$ cat src/rtl/uart_rx_pkg.sv
package uart_rx_pkg;

  typedef enum logic [1:0] {
    FRM_EIGHT = 2'b00,
    FRM_SEVEN = 2'b01,
    FRM_NINE  = 2'b10,
    FRM_LOOP  = 2'b11
  } frame_e;

  typedef enum logic [1:0] {
    PAR_ODD   = 2'b00,
    PAR_EVEN  = 2'b01,
    PAR_MARK  = 2'b10,
    PAR_SPACE = 2'b11
  } par_e;

  typedef enum logic [2:0] {
    ST_IDLE,
    ST_START,
    ST_DATA,
    ST_PARITY,
    ST_STOP,
    ST_BREAK
  } rx_state_e;

  localparam int unsigned STAT_PE   = 0;
  localparam int unsigned STAT_FE   = 1;
  localparam int unsigned STAT_DOE  = 2;
  localparam int unsigned STAT_ATTN = 3;
  localparam int unsigned STAT_B9   = 4;
  localparam int unsigned STAT_RCV  = 5;

endpackage

$ cat src/rtl/uart_rx_sync.sv
module uart_rx_sync #(
  parameter int unsigned STAGES = 2
) (
  input  logic clk_i,
  input  logic rst_ni,
  input  logic d_i,
  output logic q_o
);
  logic [STAGES-1:0] sr_q;
  logic [STAGES-1:0] sr_d;

  generate
    if (STAGES == 1) begin : g_one
      always_comb sr_d = d_i;
    end else begin : g_many
      always_comb sr_d = {sr_q[STAGES-2:0], d_i};
    end
  endgenerate

  always_ff @(posedge clk_i or negedge rst_ni) begin
    if (!rst_ni) sr_q <= '1;
    else         sr_q <= sr_d;
  end

  assign q_o = sr_q[STAGES-1];
endmodule

$ cat src/rtl/uart_rx_framer.sv
module uart_rx_framer
  import uart_rx_pkg::*;
#(
  parameter int unsigned OVS  = 16,
  parameter int unsigned MAXB = 9,
  localparam int unsigned CW  = $clog2(OVS),
  localparam int unsigned BW  = $clog2(MAXB + 1)
) (
  input  logic            clk_i,
  input  logic            rst_ni,
  input  logic            tick_i,
  input  logic            line_i,
  input  logic [BW-1:0]   nbits_i,
  input  logic            par_on_i,
  input  logic [1:0]      par_sel_i,
  output logic            done_o,
  output logic [MAXB-1:0] data_o,
  output logic            perr_o,
  output logic            ferr_o
);
  localparam logic [CW-1:0] MID  = CW'(OVS / 2 - 1);
  localparam logic [CW-1:0] LAST = CW'(OVS - 1);

  rx_state_e       state_q, state_d;
  logic [CW-1:0]   cnt_q, cnt_d;
  logic [BW-1:0]   idx_q, idx_d;
  logic [MAXB-1:0] shf_q, shf_d;
  logic            par_q, par_d;
  logic            done_q, done_d;
  logic            perr_q, perr_d;
  logic            ferr_q, ferr_d;
  logic            par_bad;
  logic            mid_tick;

  assign mid_tick = tick_i && (cnt_q == LAST);

  always_comb begin
    unique case (par_e'(par_sel_i))
      PAR_ODD:   par_bad = ((^shf_q) ^ par_q) == 1'b0;
      PAR_EVEN:  par_bad = ((^shf_q) ^ par_q) == 1'b1;
      PAR_MARK:  par_bad = !par_q;
      default:   par_bad = par_q;
    endcase
  end

  always_comb begin
    state_d = state_q;
    cnt_d   = cnt_q;
    idx_d   = idx_q;
    shf_d   = shf_q;
    par_d   = par_q;
    done_d  = 1'b0;
    perr_d  = perr_q;
    ferr_d  = ferr_q;
    unique case (state_q)
      ST_IDLE: begin
        if (tick_i && !line_i) begin
          state_d = ST_START;
          cnt_d   = '0;
        end
      end
      ST_START: begin
        if (tick_i) begin
          if (cnt_q == MID) begin
            cnt_d = '0;
            if (!line_i) begin
              state_d = ST_DATA;
              idx_d   = '0;
              shf_d   = '0;
            end else begin
              state_d = ST_IDLE;
            end
          end else begin
            cnt_d = cnt_q + 1'b1;
          end
        end
      end
      ST_DATA: begin
        if (mid_tick) begin
          cnt_d = '0;
          if (idx_q < BW'(MAXB)) shf_d[idx_q] = line_i;
          idx_d = idx_q + 1'b1;
          if (idx_q == nbits_i - 1'b1) state_d = par_on_i ? ST_PARITY : ST_STOP;
        end else if (tick_i) begin
          cnt_d = cnt_q + 1'b1;
        end
      end
      ST_PARITY: begin
        if (mid_tick) begin
          cnt_d   = '0;
          par_d   = line_i;
          state_d = ST_STOP;
        end else if (tick_i) begin
          cnt_d = cnt_q + 1'b1;
        end
      end
      ST_STOP: begin
        if (mid_tick) begin
          cnt_d   = '0;
          done_d  = 1'b1;
          ferr_d  = !line_i;
          perr_d  = par_on_i && par_bad;
          state_d = line_i ? ST_IDLE : ST_BREAK;
        end else if (tick_i) begin
          cnt_d = cnt_q + 1'b1;
        end
      end
      ST_BREAK: begin
        if (line_i) state_d = ST_IDLE;
      end
      default: state_d = ST_IDLE;
    endcase
  end

  always_ff @(posedge clk_i or negedge rst_ni) begin
    if (!rst_ni) begin
      state_q <= ST_IDLE;
      cnt_q   <= '0;
      idx_q   <= '0;
      shf_q   <= '0;
      par_q   <= 1'b0;
      done_q  <= 1'b0;
      perr_q  <= 1'b0;
      ferr_q  <= 1'b0;
    end else begin
      state_q <= state_d;
      cnt_q   <= cnt_d;
      idx_q   <= idx_d;
      shf_q   <= shf_d;
      par_q   <= par_d;
      done_q  <= done_d;
      perr_q  <= perr_d;
      ferr_q  <= ferr_d;
    end
  end

  assign done_o = done_q;
  assign data_o = shf_q;
  assign perr_o = perr_q;
  assign ferr_o = ferr_q;

  // a character ending on a low stop bit leaves the framer waiting for line recovery
  p_break_after_ferr_r7: assert property (@(posedge clk_i) disable iff (!rst_ni)
    (done_o && ferr_o) |-> (state_q == ST_BREAK || line_i));

  // the data bit index never passes the selected frame length
  p_idx_in_frame_r3: assert property (@(posedge clk_i) disable iff (!rst_ni)
    (state_q == ST_DATA) |-> (idx_q < nbits_i));
endmodule

$ cat src/rtl/uart_rx_status.sv
module uart_rx_status
  import uart_rx_pkg::*;
#(
  parameter int unsigned MAXB = 9
) (
  input  logic            clk_i,
  input  logic            rst_ni,
  input  logic            done_i,
  input  logic [MAXB-1:0] data_i,
  input  logic            perr_i,
  input  logic            ferr_i,
  input  logic            nine_i,
  input  logic            seven_i,
  input  logic            line_i,
  input  logic            buf_rd_i,
  input  logic            stat_rd_i,
  input  logic            stat_wr_i,
  input  logic            attn_wr_i,
  input  logic            irq_en_i,
  output logic [7:0]      rx_data_o,
  output logic            buf_full_o,
  output logic [7:0]      status_o,
  output logic            err_o,
  output logic            irq_o
);
  logic [7:0] buf_q, buf_d;
  logic       full_q, full_d;
  logic       pe_q, pe_d, fe_q, fe_d, doe_q, doe_d;
  logic       attn_q, attn_d;
  logic       b9_q, b9_d;
  logic       rcv_q, rcv_d;
  logic       drop, take, load, ovr;

  always_comb begin
    drop = done_i && nine_i && attn_q && !data_i[MAXB-1];
    take = done_i && !drop;
    ovr  = take && full_q && !buf_rd_i;
    load = take && !ovr;

    buf_d  = buf_q;
    b9_d   = b9_q;
    if (load) begin
      buf_d = seven_i ? {1'b0, data_i[6:0]} : data_i[7:0];
      b9_d  = nine_i && data_i[MAXB-1];
    end
    full_d = load ? 1'b1 : (buf_rd_i ? 1'b0 : full_q);

    pe_d  = (take && perr_i) || (pe_q  && !stat_rd_i);
    fe_d  = (take && ferr_i) || (fe_q  && !stat_rd_i);
    doe_d = ovr              || (doe_q && !stat_rd_i);

    attn_d = attn_q;
    if (stat_wr_i)                               attn_d = attn_wr_i;
    else if (take && nine_i && data_i[MAXB-1])   attn_d = 1'b0;

    rcv_d = (done_i && ferr_i) ? 1'b1 : (line_i ? 1'b0 : rcv_q);
  end

  always_ff @(posedge clk_i or negedge rst_ni) begin
    if (!rst_ni) begin
      buf_q  <= '0;
      full_q <= 1'b0;
      pe_q   <= 1'b0;
      fe_q   <= 1'b0;
      doe_q  <= 1'b0;
      attn_q <= 1'b0;
      b9_q   <= 1'b0;
      rcv_q  <= 1'b0;
    end else begin
      buf_q  <= buf_d;
      full_q <= full_d;
      pe_q   <= pe_d;
      fe_q   <= fe_d;
      doe_q  <= doe_d;
      attn_q <= attn_d;
      b9_q   <= b9_d;
      rcv_q  <= rcv_d;
    end
  end

  always_comb begin
    status_o            = '0;
    status_o[STAT_PE]   = pe_q;
    status_o[STAT_FE]   = fe_q;
    status_o[STAT_DOE]  = doe_q;
    status_o[STAT_ATTN] = attn_q;
    status_o[STAT_B9]   = b9_q;
    status_o[STAT_RCV]  = rcv_q;
  end

  assign rx_data_o  = buf_q;
  assign buf_full_o = full_q;
  assign err_o      = pe_q | fe_q | doe_q;
  assign irq_o      = irq_en_i & full_q;

  // an overrun keeps the older character and raises the overrun flag
  p_overrun_keeps_r6: assert property (@(posedge clk_i) disable iff (!rst_ni)
    (full_q && take && !buf_rd_i) |=> ($stable(buf_q) && doe_q));

  // a status read with no new character leaves all sticky errors clear
  p_stat_read_clears_r5: assert property (@(posedge clk_i) disable iff (!rst_ni)
    (stat_rd_i && !done_i) |=> (!pe_q && !fe_q && !doe_q));

  // a buffer read with no new character empties the buffer
  p_read_empties_r2: assert property (@(posedge clk_i) disable iff (!rst_ni)
    (buf_rd_i && !done_i) |=> !full_q);

  // an address character ends attention mode
  p_attn_ends_r10: assert property (@(posedge clk_i) disable iff (!rst_ni)
    (attn_q && done_i && nine_i && data_i[MAXB-1] && !stat_wr_i) |=> !attn_q);

  // a dropped character touches neither buffer nor full flag
  p_drop_quiet_r10: assert property (@(posedge clk_i) disable iff (!rst_ni)
    (drop && !buf_rd_i) |=> ($stable(buf_q) && $stable(full_q)));
endmodule

$ cat src/rtl/uart_rx_attn.sv
module uart_rx_attn
  import uart_rx_pkg::*;
#(
  parameter int unsigned OVS         = 16,
  parameter int unsigned MAXB        = 9,
  parameter int unsigned SYNC_STAGES = 2
) (
  input  logic       clk_i,
  input  logic       rst_ni,
  input  logic       tick_int_i,
  input  logic       tick_ext_i,
  input  logic       tick_sel_i,
  input  logic       rxd_i,
  input  logic       txd_loop_i,
  input  logic [1:0] frame_mode_i,
  input  logic       par_en_i,
  input  logic [1:0] par_sel_i,
  input  logic       irq_en_i,
  input  logic       buf_rd_i,
  input  logic       stat_rd_i,
  input  logic       stat_wr_i,
  input  logic [7:0] stat_wdata_i,
  output logic [7:0] rx_data_o,
  output logic       buf_full_o,
  output logic [7:0] status_o,
  output logic       err_o,
  output logic       irq_o
);
  localparam int unsigned BW = $clog2(MAXB + 1);

  frame_e          mode;
  logic            tick, line_raw, line;
  logic            nine, seven, par_on;
  logic [BW-1:0]   nbits;
  logic            done, perr, ferr;
  logic [MAXB-1:0] data;

  always_comb begin
    mode     = frame_e'(frame_mode_i);
    tick     = tick_sel_i ? tick_ext_i : tick_int_i;
    line_raw = (mode == FRM_LOOP) ? txd_loop_i : rxd_i;
    nine     = (mode == FRM_NINE) || (mode == FRM_LOOP);
    seven    = (mode == FRM_SEVEN);
    par_on   = par_en_i && !nine;
    unique case (mode)
      FRM_SEVEN: nbits = BW'(MAXB - 2);
      FRM_EIGHT: nbits = BW'(MAXB - 1);
      default:   nbits = BW'(MAXB);
    endcase
  end

  uart_rx_sync #(.STAGES(SYNC_STAGES)) u_sync (
    .clk_i  (clk_i),
    .rst_ni (rst_ni),
    .d_i    (line_raw),
    .q_o    (line)
  );

  uart_rx_framer #(.OVS(OVS), .MAXB(MAXB)) u_framer (
    .clk_i     (clk_i),
    .rst_ni    (rst_ni),
    .tick_i    (tick),
    .line_i    (line),
    .nbits_i   (nbits),
    .par_on_i  (par_on),
    .par_sel_i (par_sel_i),
    .done_o    (done),
    .data_o    (data),
    .perr_o    (perr),
    .ferr_o    (ferr)
  );

  uart_rx_status #(.MAXB(MAXB)) u_status (
    .clk_i      (clk_i),
    .rst_ni     (rst_ni),
    .done_i     (done),
    .data_i     (data),
    .perr_i     (perr),
    .ferr_i     (ferr),
    .nine_i     (nine),
    .seven_i    (seven),
    .line_i     (line),
    .buf_rd_i   (buf_rd_i),
    .stat_rd_i  (stat_rd_i),
    .stat_wr_i  (stat_wr_i),
    .attn_wr_i  (stat_wdata_i[STAT_ATTN]),
    .irq_en_i   (irq_en_i),
    .rx_data_o  (rx_data_o),
    .buf_full_o (buf_full_o),
    .status_o   (status_o),
    .err_o      (err_o),
    .irq_o      (irq_o)
  );

  // the interrupt request never rises while the enable is low
  p_irq_gated_r9: assert property (@(posedge clk_i) disable iff (!rst_ni)
    !irq_en_i |-> !irq_o);

  // the global error flag never shows with all sticky flags clear
  p_err_needs_cause_r8: assert property (@(posedge clk_i) disable iff (!rst_ni)
    err_o |-> ($countones(status_o[2:0]) != 0));
endmodule

$ cat config.mk
export PLATFORM = sky130hd
export DESIGN_NAME = uart_rx_attn
export DESIGN_NICKNAME = d
export VERILOG_FILES = /design/src/rtl/uart_rx_pkg.sv /design/src/rtl/uart_rx_sync.sv /design/src/rtl/uart_rx_framer.sv /design/src/rtl/uart_rx_status.sv /design/src/rtl/uart_rx_attn.sv
export SDC_FILE = /design/constraint.sdc
export NUM_CORES = 1
export LEC_CHECK = 0
export ABC_CLOCK_PERIOD_IN_PS = 2290
export BUFFER_PORTS_ARGS = -buffer_cell sky130_fd_sc_hd__clkbuf_2
export CELL_PAD_IN_SITES_DETAIL_PLACEMENT = 1
export CELL_PAD_IN_SITES_GLOBAL_PLACEMENT = 2
export CORE_MARGIN = 1.5
export CORE_UTILIZATION = 34
export CTS_BUF_LIST = sky130_fd_sc_hd__clkbuf_16
export DETAILED_ROUTE_END_ITERATION = 10
export PLACE_DENSITY_LB_ADDON = 0.1
export SLEW_MARGIN = 20
export SYNTH_ARGS = -nofsm -noshare
export SYNTH_HDL_FRONTEND = slang
export SYNTH_HIERARCHICAL = 1
export SYNTH_SLANG_ARGS = --single-unit
$ cat constraint.sdc
create_clock -name clk_i -period 2.29 [get_ports clk_i]
set_clock_uncertainty 0.2 [all_clocks]
set_input_delay 0.229 -clock clk_i [delete_from_list [all_inputs] [get_ports clk_i]]
set_output_delay 0.229 -clock clk_i [all_outputs]
set_load 0.02 [all_outputs]
==> results.yml, run 1 <==
yosys:
  synthArstFlopShare: 1.00
  synth_common_cells: "dfrtp_1 (39), o21ai_1 (26), inv_1 (18), nand2_1 (16)"
  ys_top_cells_by_area: "dfrtp_1 (41%), o21ai_1 (5.4%), mux2_2 (3.8%), ha_1 (3.1%), inv_1 (2.8%)"
  ys_ff_latch: 41
  synth_top_family_by_area: "compound AO/OA/AOI/OAI gates"
  synth-adder-area-share: 0.0313
  syn-cell-area_um2: 2400
  synthMuxAreaShare: 0.0672
  synth-xor-area-share: 0.0631
  synth_top_area_share: 0.406
  yosysSeqAreaShare: 0.428
  synth_edf_count: 0
  synthMostInstantiatedCell: "dfrtp_1"
  synth_compound_area_frac: 0.172
  ys.flop_type: "dfrtp_1"
  syn_avg_cell_area_um2: 9.72
  synth_cells: 247
  synth_top_area_cell: "dfrtp_1"
  yosys_warnings: 6
  yosys.area_share.simple: 0.162
  synthDistinctLibCells: 58
worst_setup_path:
  startpoint_type: "flip-flop"
  cp-end-kind: "flip-flop"
  worstSetupPathType: "reg -> reg"
  required_ns: 2.29
  critPathArrivalTime_ns: 2.12
  cp_max_fo: 5
clock_network:
  clk_latency_ns: 0.28
  cts_root_buf: "clkbuf_16"
  cts_tree: "built"
  cts.sinks: 41
  cts_buffer_depth: 2
  post_cts_buffers: 0
  ctsHtreeMaxLevel: 2
  cts.clk_slew.worst_paths_ns: 0.06
  cts_buffers: 5
final_layout:
  multi_input_area_um2: 1200
  area_growth_pct: 21.6
  ff_latch_area_um2: 1030
  diodes: 0
  nFillCells: 785
  layoutNonFillerInstCount: 387
  layout-drive-gt1-share: 0.278
  nets: 320
grt:
  antenna_found_initial: 0
  grt_pass1_vias: 1852
  grtUsageTotal: 0.154
  grt_pass1_wl_mm: 9.16
  overflow: 0
  grt_max_degree: 25
job:
  maxCapViolCount: 0
power_and_ir_drop:
  p_leak_nw: 1.42
  ir_drop_mv: 0.358
  power_density_nw_per_um2: 753
placed_design:
  portBuffers: 33
  gp_congestion: 0.752
  dp_hpwl_mm: 4.10
  placed_cells: 373
routing:
  post_drt_wl_per_cell_um: 14.0
  drtIter0Drc: 53
  avgViaCountPerCell: 4.82
  wl_mm: 5.42
  drtAntennaViolNets: 0
  drt_first_pass_iters: 4
  drc: 0
  vias: 1864
floorplanning:
  rows: 30
  ios: 43
  core_um2: 6790
  die-area_um2: 7580
  die_h_um: 87.0
  die_x_um: 87.0
  initial_core_util: 0.353
timing:
  max_slew_margin: 0.586
  setup_viol: 0
  drv_slew: 0
  timing.final.crit_share: 0.926
  tightest_slew_ns: 0.621
  period_needed_ns: 2.12
  setup_tns_ns: 0
  rsz0062_at_grt: "no"
  fmax_mhz: 471
  hold_viol_final: 0
min_path:
  worst_hold_path_type: "in -> reg"
run_status:
  outcome: "finished clean"
==> critical path: stages, from the launching register on <==
cell and delay, ns:
dfrtp_1 0.39, ha_2 0.23, nand3_2 0.12, nor3_1 0.21, o21ai_1 0.18, or4b_4 0.56, o21ai_1 0.14
==> layer usage <==
metal	global-route usage	vias to the layer above	wire, um	share of wire
met2	0.242	40	2400	0.44
li1	-	935	-	-
met3	0.0265	2	195	0.036
met4	0.0396	0	38	0.0070
met5	0	-	0	0
met1	0.219	887	2780	0.51
==> cells by family (layout without fill, tap and decap cells) <==
family | count (synthesis) | count (layout)
compound gates | 69 | 69
simple gates | 64 | 64
flops | 41 | 41
buf+inv | 38 | 81
xor+xnor | 14 | 14
mux | 14 | 14
fa+ha+maj | 6 | 6
other cells | 1 | 2
==> cell usage in the layout (no fill, tap or decap), types with 2 or more instances in the layout <==
cell type	instances
o31ai_2	2
clkbuf_2	33
and2b_1	2
nand2_1	16
buf_4	14
clkbuf_16	5
xnor2_1	5
dfstp_2	2
nand2b_1	3
o31ai_1	3
nor2_1	7
nand4_1	2
nor3_1	4
a21oi_1	12
mux2_2	8
ha_1	5
o21ai_0	12
nor2b_1	6
inv_2	2
mux2_4	2
o21ai_1	26
conb_1	2
nand3_1	10
xor2_1	7
mux2i_1	3
inv_1	18
a21o_1	2
dfrtp_1	39
dlygate4sd3_1	6
==> registers in the layout, indices dropped and copies added (netlist names) <==
| name | flops |
|---|---|
| u_framer/ferr_o | 1 |
| u_framer/perr_o | 1 |
| u_status/rcv_q | 1 |
| u_status/rx_data_o | 8 |
| u_status/doe_q | 1 |
| u_status/buf_full_o | 1 |
| u_status/attn_q | 1 |
| u_framer/par_q | 1 |
| u_framer/idx_q | 4 |
| u_framer/state_q | 3 |
| u_status/fe_q | 1 |
| u_framer/cnt_q | 4 |
| u_sync/sr_q | 2 |
| u_framer/data_o | 9 |
| u_framer/done_o | 1 |
| u_status/b9_q | 1 |
| u_status/pe_q | 1 |
==> where the power goes <==
group          internal, mW  switching, mW  leakage [nW]
Combinational         0.244          0.315         0.782
Sequential            0.773         0.0774         0.559
Clock                 0.510          0.280        0.0775
Total                  1.53          0.672          1.42
==> cell type report <==
cell class	count	area share
tap	96	0.0411
multi-input combinational	169	0.411
clock buffer	5	0.0428
inverter	20	0.0257
timing repair buffer	53	0.113
clock inverter	3	0.0141
sequential	41	0.352
==> worst paths after layout <==
kind	start	endpoint	slack [ns]	cells past startpoint
max in group asynchronous	rst_ni	u_framer/data_o[4]	0.99	3
setup / recovery	u_framer/cnt_q[1]	u_framer/data_o[3]	0.17	6
hold reg to reg	u_sync/sr_q[0]	u_sync/sr_q[1]	0.16	0
setup reg to reg	u_framer/cnt_q[1]	u_framer/data_o[3]	0.17	6
min in group asynchronous	rst_ni	u_framer/cnt_q[1]	0.31	2
hold / removal	par_sel_i[0]	u_framer/perr_o	0.15	4
==> stage by stage <==
step                      worst slack (ns)  power [mW]  cell area [um2]   util  hold slack [ns]
after global routing                0.0332        2.34             2920  0.430            0.164
after detailed placement             0.119        1.42             2690  0.396           0.0864
after global placement               0.133        1.41             2690  0.396           0.0896
final                                0.169        2.20             2920  0.430            0.154
after floorplan                      0.304        1.23             2400      -           -0.267
after CTS                            0.118        2.24             2920  0.429            0.146
==> timing repair <==
item | in CTS | in global routing
resized for setup | 0 | 1
hold buffers | 6 | 0
endpoints found under the setup margin | 0 | 1
hold endpoints to repair | 25 | 0
No activity file was read; power rests on OpenSTA's default activity.
==> inputs of run 2 (changes only) <==
--- a/config.mk
+++ b/config.mk
@@ -5,12 +5,13 @@
 export SDC_FILE = /design/constraint.sdc
 export NUM_CORES = 1
 export LEC_CHECK = 0
+export ABC_AREA = 1
 export ABC_CLOCK_PERIOD_IN_PS = 2290
 export BUFFER_PORTS_ARGS = -buffer_cell sky130_fd_sc_hd__clkbuf_2
 export CELL_PAD_IN_SITES_DETAIL_PLACEMENT = 1
 export CELL_PAD_IN_SITES_GLOBAL_PLACEMENT = 2
 export CORE_MARGIN = 1.5
-export CORE_UTILIZATION = 34
+export CORE_UTILIZATION = 32
 export CTS_BUF_LIST = sky130_fd_sc_hd__clkbuf_16
 export DETAILED_ROUTE_END_ITERATION = 10
 export PLACE_DENSITY_LB_ADDON = 0.1
==> run 2 against run 1 <==
- register-to-register slack improved by 0.11 ns
- non-clock buffer count decreased by 6
- synthesized area increased by 3.5%
- critical path depth increased by 6
==> results.yml, run 2 <==
power_and_ir_drop:
  p_leak_nw: 1.61
  ir_drop_mv: 0.320
  power_density_nw_per_um2: 822
final_layout:
  largest_register_ffs: 9
  final_cell_mix: "nand2_1 (98), inv_1 (47), dfrtp_1 (39)"
  fin_util: 0.405
  nets: 404
  layoutNonFillerInstCount: 474
  final_common_cell: "nand2_1"
  area_growth_pct: 20.1
  diodes: 0
  layout-drive-gt1-share: 0.179
  nFillCells: 968
yosys:
  ys.flop_type: "dfrtp_1"
  synth_common_cells: "nand2_1 (98), inv_1 (47), dfrtp_1 (39), o21ai_0 (25), nand3_1 (23)"
  ys_ff_latch: 41
  yosysSeqAreaShare: 0.414
  synth_edf_count: 0
  synth_top_area_share: 0.393
  synthDistinctLibCells: 36
  ys_top_cells_by_area: "dfrtp_1 (39%), nand2_1 (15%), inv_1 (7.1%), o21ai_0 (5.0%), nand3_1 (4.6%)"
  synthArstFlopShare: 1.00
  synth_top_area_cell: "dfrtp_1"
  yosys_warnings: 6
  synthMostInstantiatedCell: "nand2_1"
  synth_cells: 334
  syn-cell-area_um2: 2490
  syn_avg_cell_area_um2: 7.44
grt:
  antenna_found_initial: 0
  grt_pass1_wl_mm: 10.2
  overflow: 0
  grtUsageTotal: 0.150
  grt_pass1_vias: 2273
  grt_max_degree: 22
clock_network:
  cts_buffers: 5
  cts_tree: "built"
  cts.clk_slew.worst_paths_ns: 0.06
  cts_resized: 0
  ctsHtreeMaxLevel: 2
  cts.sinks: 41
  clk_latency_ns: 0.28
  cts_buffer_depth: 2
  cts_root_buf: "clkbuf_16"
placed_design:
  post-place-ws_ns: 0.187
  placed_cells: 457
  dp_hpwl_mm: 4.44
  gp_congestion: 0.731
  portBuffers: 33
worst_setup_path:
  critPathSlowestCell: "dfrtp_1"
  r2r_setup_slack_ns: 0.28
  crit_buf_inv: 3
  cp_common_cell: "nand2_1"
  r2r_cells: 12
  required_ns: 2.27
  cpPeakStageDelay_ns: 0.41
  path_depth: 12
  reg2reg_to: "u_framer/data_o[7]"
  cp-end-kind: "flip-flop"
  worstSetupPathType: "reg -> reg"
  r2r-start: "u_framer/cnt_q[0]"
  critPathTopFamily: "simple AND/OR/NAND/NOR gates"
  critPathArrivalTime_ns: 1.99
  cp_max_fo: 18
  crit_chain: "ha_1 -> nand2_1 -> inv_1 -> nand2_1 -> o21ai_0 -> nand2_2 -> nor2_4 -> buf_12 -> buf_4 -> o21ai_2 -> nand2_1 -> nand2_1"
  startpoint_type: "flip-flop"
timing:
  fmax_mhz: 496
  period_needed_ns: 2.01
  rsz0062_at_grt: "no"
  hold_viol_final: 0
  setup_ws_ns: 0.275
  setup_tns_ns: 0
  tightest_slew_ns: 0.579
  timing.final.crit_share: 0.880
  hold_ws_ns: 0.0130
  max_slew_margin: 0.614
  drv_slew: 0
  setup_viol: 0
routing:
  drtIter0Drc: 38
  post_drt_wl_per_cell_um: 12.2
  drtAntennaViolNets: 0
  drt_first_pass_iters: 4
  wl_mm: 5.79
  vias: 2223
  avgViaCountPerCell: 4.69
  drc: 0
floorplanning:
  rows: 31
  ios: 43
  die_h_um: 91.1
  die-area_um2: 8310
  initial_core_util: 0.337
  die_x_um: 91.1
  core_um2: 7370
run_status:
  outcome: "finished clean"
min_path:
  hp-start: "stat_rd_i"
  worst_hold_path_type: "in -> reg"
  holdPathEnd: "u_status/pe_q"
  whs_path_depth: 4
job:
  maxCapViolCount: 0
run 2: changes by cell type in the layout (fill, tap and decap cells not counted), sizes merged, moves of 4 or more:
| cell | change |
|---|---|
| nand2 | +86 |
| inv | +28 |
| nor2 | +18 |
| nand3 | +13 |
| mux2 | -11 |
| nand4 | +9 |
| o21ai | -9 |
| a21oi | -7 |
| nor2b | -6 |
| buf | -5 |
| o31ai | -4 |
run 2: per-stage QoR:
stage                     area [um2]  power (mW)
after CTS                       2940        2.44
after global placement          2720        1.59
after floorplan                 2490        1.42
after detailed placement        2720        1.60
after global routing            2990        2.65
final                           2990        2.46
run 2: cell type report:
cell class	instances	area, um2	share of cell area
clock buffer	5	125	0.0419
tap	99	124	0.0415
timing repair buffer	47	308	0.103
sequential	41	1030	0.344
inverter	48	180	0.0603
clock inverter	3	46.3	0.0155
multi-input combinational	231	1170	0.393
run 2: worst max path at each step:
stage / from / end / slack (ns)
floorplan: u_framer/cnt_q[0] / u_framer/state_q[0] / 0.52
finish: u_framer/cnt_q[0] / u_framer/data_o[7] / 0.28
global route: u_framer/cnt_q[0] / u_framer/state_q[0] / 0.10
CTS: u_framer/cnt_q[0] / u_framer/data_o[4] / 0.19
detailed placement: frame_mode_i[1] / u_framer/state_q[0] / 0.19
global placement: frame_mode_i[1] / u_framer/state_q[0] / 0.24
run 2: per-layer routing:
| layer | track usage | part of all wire | vias up |
|---|---|---|---|
| met2 | 0.256 | 0.48 | 32 |
| met5 | 0 | 0 | - |
| met4 | 0.0313 | 0.0088 | 0 |
| met3 | 0.0302 | 0.029 | 5 |
| met1 | 0.197 | 0.48 | 1053 |
| li1 | - | - | 1133 |
run 2: cell families after synthesis:
kind of cell / synth area share
other cells: 0.00151
xor+xnor: 0.0388
compound gates: 0.0871
flops: 0.414
fa+ha+maj: 0.0302
simple gates: 0.314
buf+inv: 0.115
run 2: worst min-delay path, stage by stage:
cell	delay, ns
clkbuf_2	0.08
inv_1	0.05
nand2_1	0.05
nand2_1	0.05
run 2: power by group:
group	internal (mW)	switching, mW
Sequential	0.798	0.0967
Clock	0.516	0.304
Combinational	0.273	0.467
Total	1.59	0.868
run 2: timing repair:
action                     in CTS  in global routing
hold endpoints to repair       22                  0
hold buffers                    5                  0
setup buffers                   0                  4
setup endpoints to repair       0                  2
==> inputs of run 3 (changes only) <==
--- a/config.mk
+++ b/config.mk
@@ -12,7 +12,7 @@
 export CELL_PAD_IN_SITES_GLOBAL_PLACEMENT = 2
 export CORE_MARGIN = 1.5
 export CORE_UTILIZATION = 32
-export CTS_BUF_LIST = sky130_fd_sc_hd__clkbuf_16
+export CTS_BUF_LIST = sky130_fd_sc_hd__clkbuf_8 sky130_fd_sc_hd__clkbuf_16
 export DETAILED_ROUTE_END_ITERATION = 10
 export PLACE_DENSITY_LB_ADDON = 0.1
 export SLEW_MARGIN = 20
==> run 3 against run 2 <==
- sequential cell count is the same
- combinational power is essentially flat
- design area shrank 1.1%
- highest routed layer unchanged
==> results.yml, run 3 (synthesis gave the netlist of run 2 again) <==
timing:
  fmax_mhz: 463
  setup_tns_ns: 0
  setup_viol: 0
  timing.final.crit_share: 0.943
  hold_viol_final: 0
  hold_ws_ns: 0.0999
  rsz0062_at_grt: "no"
  drv_slew: 0
  max_slew_margin: 0.613
  tightest_slew_ns: 0.580
  period_needed_ns: 2.16
  setup_ws_ns: 0.130
worst_setup_path:
  r2r_cells: 12
  cp_max_fo: 1
  cp-end-kind: "flip-flop"
  worstSetupPathType: "in -> reg"
  reg2reg_to: "u_framer/data_o[7]"
  required_ns: 2.28
  startpoint_type: "primary input"
  r2r-start: "u_framer/cnt_q[0]"
  critPathArrivalTime_ns: 2.15
  r2r_setup_slack_ns: 0.28
power_and_ir_drop:
  pwr-share-comb: 0.330
  ir_drop_mv: 0.277
  power_density_nw_per_um2: 760
  clkPwrFrac: 0.271
  swShare: 0.378
  seqPwrFrac: 0.399
  switchingPower_uw: 849
  p_leak_nw: 1.59
  p_int_mw: 1.40
routing:
  drtAntennaViolNets: 0
  post_drt_wl_per_cell_um: 12.2
  drtIter0Drc: 38
  wl_mm: 5.82
  drt_first_pass_iters: 4
  vias: 2226
  drc: 0
  avgViaCountPerCell: 4.68
final_layout:
  area_growth_pct: 18.8
  final_cell_mix: "nand2_1 (98), inv_1 (47), dfrtp_1 (39)"
  layout-drive-gt1-share: 0.175
  ff_latch_area_um2: 1030
  multi_input_area_um2: 1170
  largest_register_ffs: 9
  final_cell_area_um2: 2950
  nets: 406
  nFillCells: 969
  final_common_cell: "nand2_1"
  diodes: 0
clock_network:
  clk_latency_ns: 0.30
  cts_root_buf: "clkbuf_8"
  cts_buffers: 5
  cts.clk_slew.worst_paths_ns: 0.09
  cts_buffer_depth: 2
  cts_tree: "built"
  cts.sinks: 41
  ctsHtreeMaxLevel: 2
job:
  maxCapViolCount: 0
floorplanning:
  die_x_um: 91.1
  die_h_um: 91.1
  die-area_um2: 8310
  core_um2: 7370
  initial_core_util: 0.337
  ios: 43
  rows: 31
min_path:
  whs_path_depth: 5
  hp-start: "par_sel_i[0]"
  holdPathEnd: "u_framer/perr_o"
  worst_hold_path_type: "in -> reg"
run_status:
  outcome: "finished clean"
placed_design:
  dp_hpwl_mm: 4.44
  gp_congestion: 0.731
  placedInstanceArea_um2: 2720
  portBuffers: 33
  post-place-ws_ns: 0.187
grt:
  grtUsageTotal: 0.151
  antenna_found_initial: 0
  overflow: 0
  grt_pass1_wl_mm: 10.2
  grt_max_degree: 22
  grt_pass1_vias: 2259
[run 3: cell count changes in the layout (fill, tap and decap cells not counted), sizes merged]
cell	delta
buf	-1
dlygate4sd3	+3
[run 3: power groups by stage]
stage | Combinational (mW) | Sequential [mW] | Clock, mW
2_1_floorplan | 0.539 | 0.881 | 0
3_3_place_gp | 0.682 | 0.909 | 0
3_5_place_dp | 0.694 | 0.909 | 0
4_1_cts | 0.711 | 0.894 | 0.631
5_1_grt | 0.864 | 0.907 | 0.663
6_report | 0.741 | 0.895 | 0.609
[run 3: worst max-delay path, cell delays in order]
cell	delay (ns)
dlygate4sd3_1	0.54
clkbuf_2	0.10
nand2_1	0.06
dlygate4sd3_1	0.57
o21ai_0	0.09
dlygate4sd3_1	0.56
[run 3: worst max path at each step]
stage | from | end | slack [ns]
floorplan | u_framer/cnt_q[0] | u_framer/state_q[0] | 0.52
global placement | frame_mode_i[1] | u_framer/state_q[0] | 0.24
detailed placement | frame_mode_i[1] | u_framer/state_q[0] | 0.19
CTS | u_framer/cnt_q[0] | u_framer/data_o[4] | 0.19
global route | stat_wdata_i[3] | u_status/attn_q | 0.07
finish | stat_wdata_i[3] | u_status/attn_q | 0.13
[run 3: per-layer routing]
| metal | track usage | wire [um] | up-vias |
|---|---|---|---|
| li1 | - | - | 1136 |
| met1 | 0.198 | 2830 | 1052 |
| met2 | 0.256 | 2780 | 34 |
| met3 | 0.0302 | 170 | 4 |
| met4 | 0.0313 | 40 | 0 |
| met5 | 0 | 0 | - |
[run 3: per-stage QoR]
stage	instances	utilization	power, mW
floorplan	335	-	1.42
global placement	457	0.369	1.59
detailed placement	457	0.369	1.60
CTS	473	0.396	2.24
global route	476	0.401	2.43
finish	476	0.401	2.24
[run 3: repair_timing]
item / 4_1_cts / 5_1_grt
hold buffers: 8 / 0
gates resized for setup: 0 / 0
buffers inserted: 0 / 3
endpoints found under the setup margin: 0 / 3
endpoints found under the hold margin: 24 / 0
[run 3: area by class of cell]
| cell class | instances | share of cell area |
|---|---|---|
| clock inverter | 3 | 0.0157 |
| timing repair buffer | 49 | 0.112 |
| inverter | 48 | 0.0610 |
| clock buffer | 5 | 0.0233 |
| tap | 99 | 0.0419 |
| sequential | 41 | 0.348 |
| multi-input combinational | 231 | 0.398 |
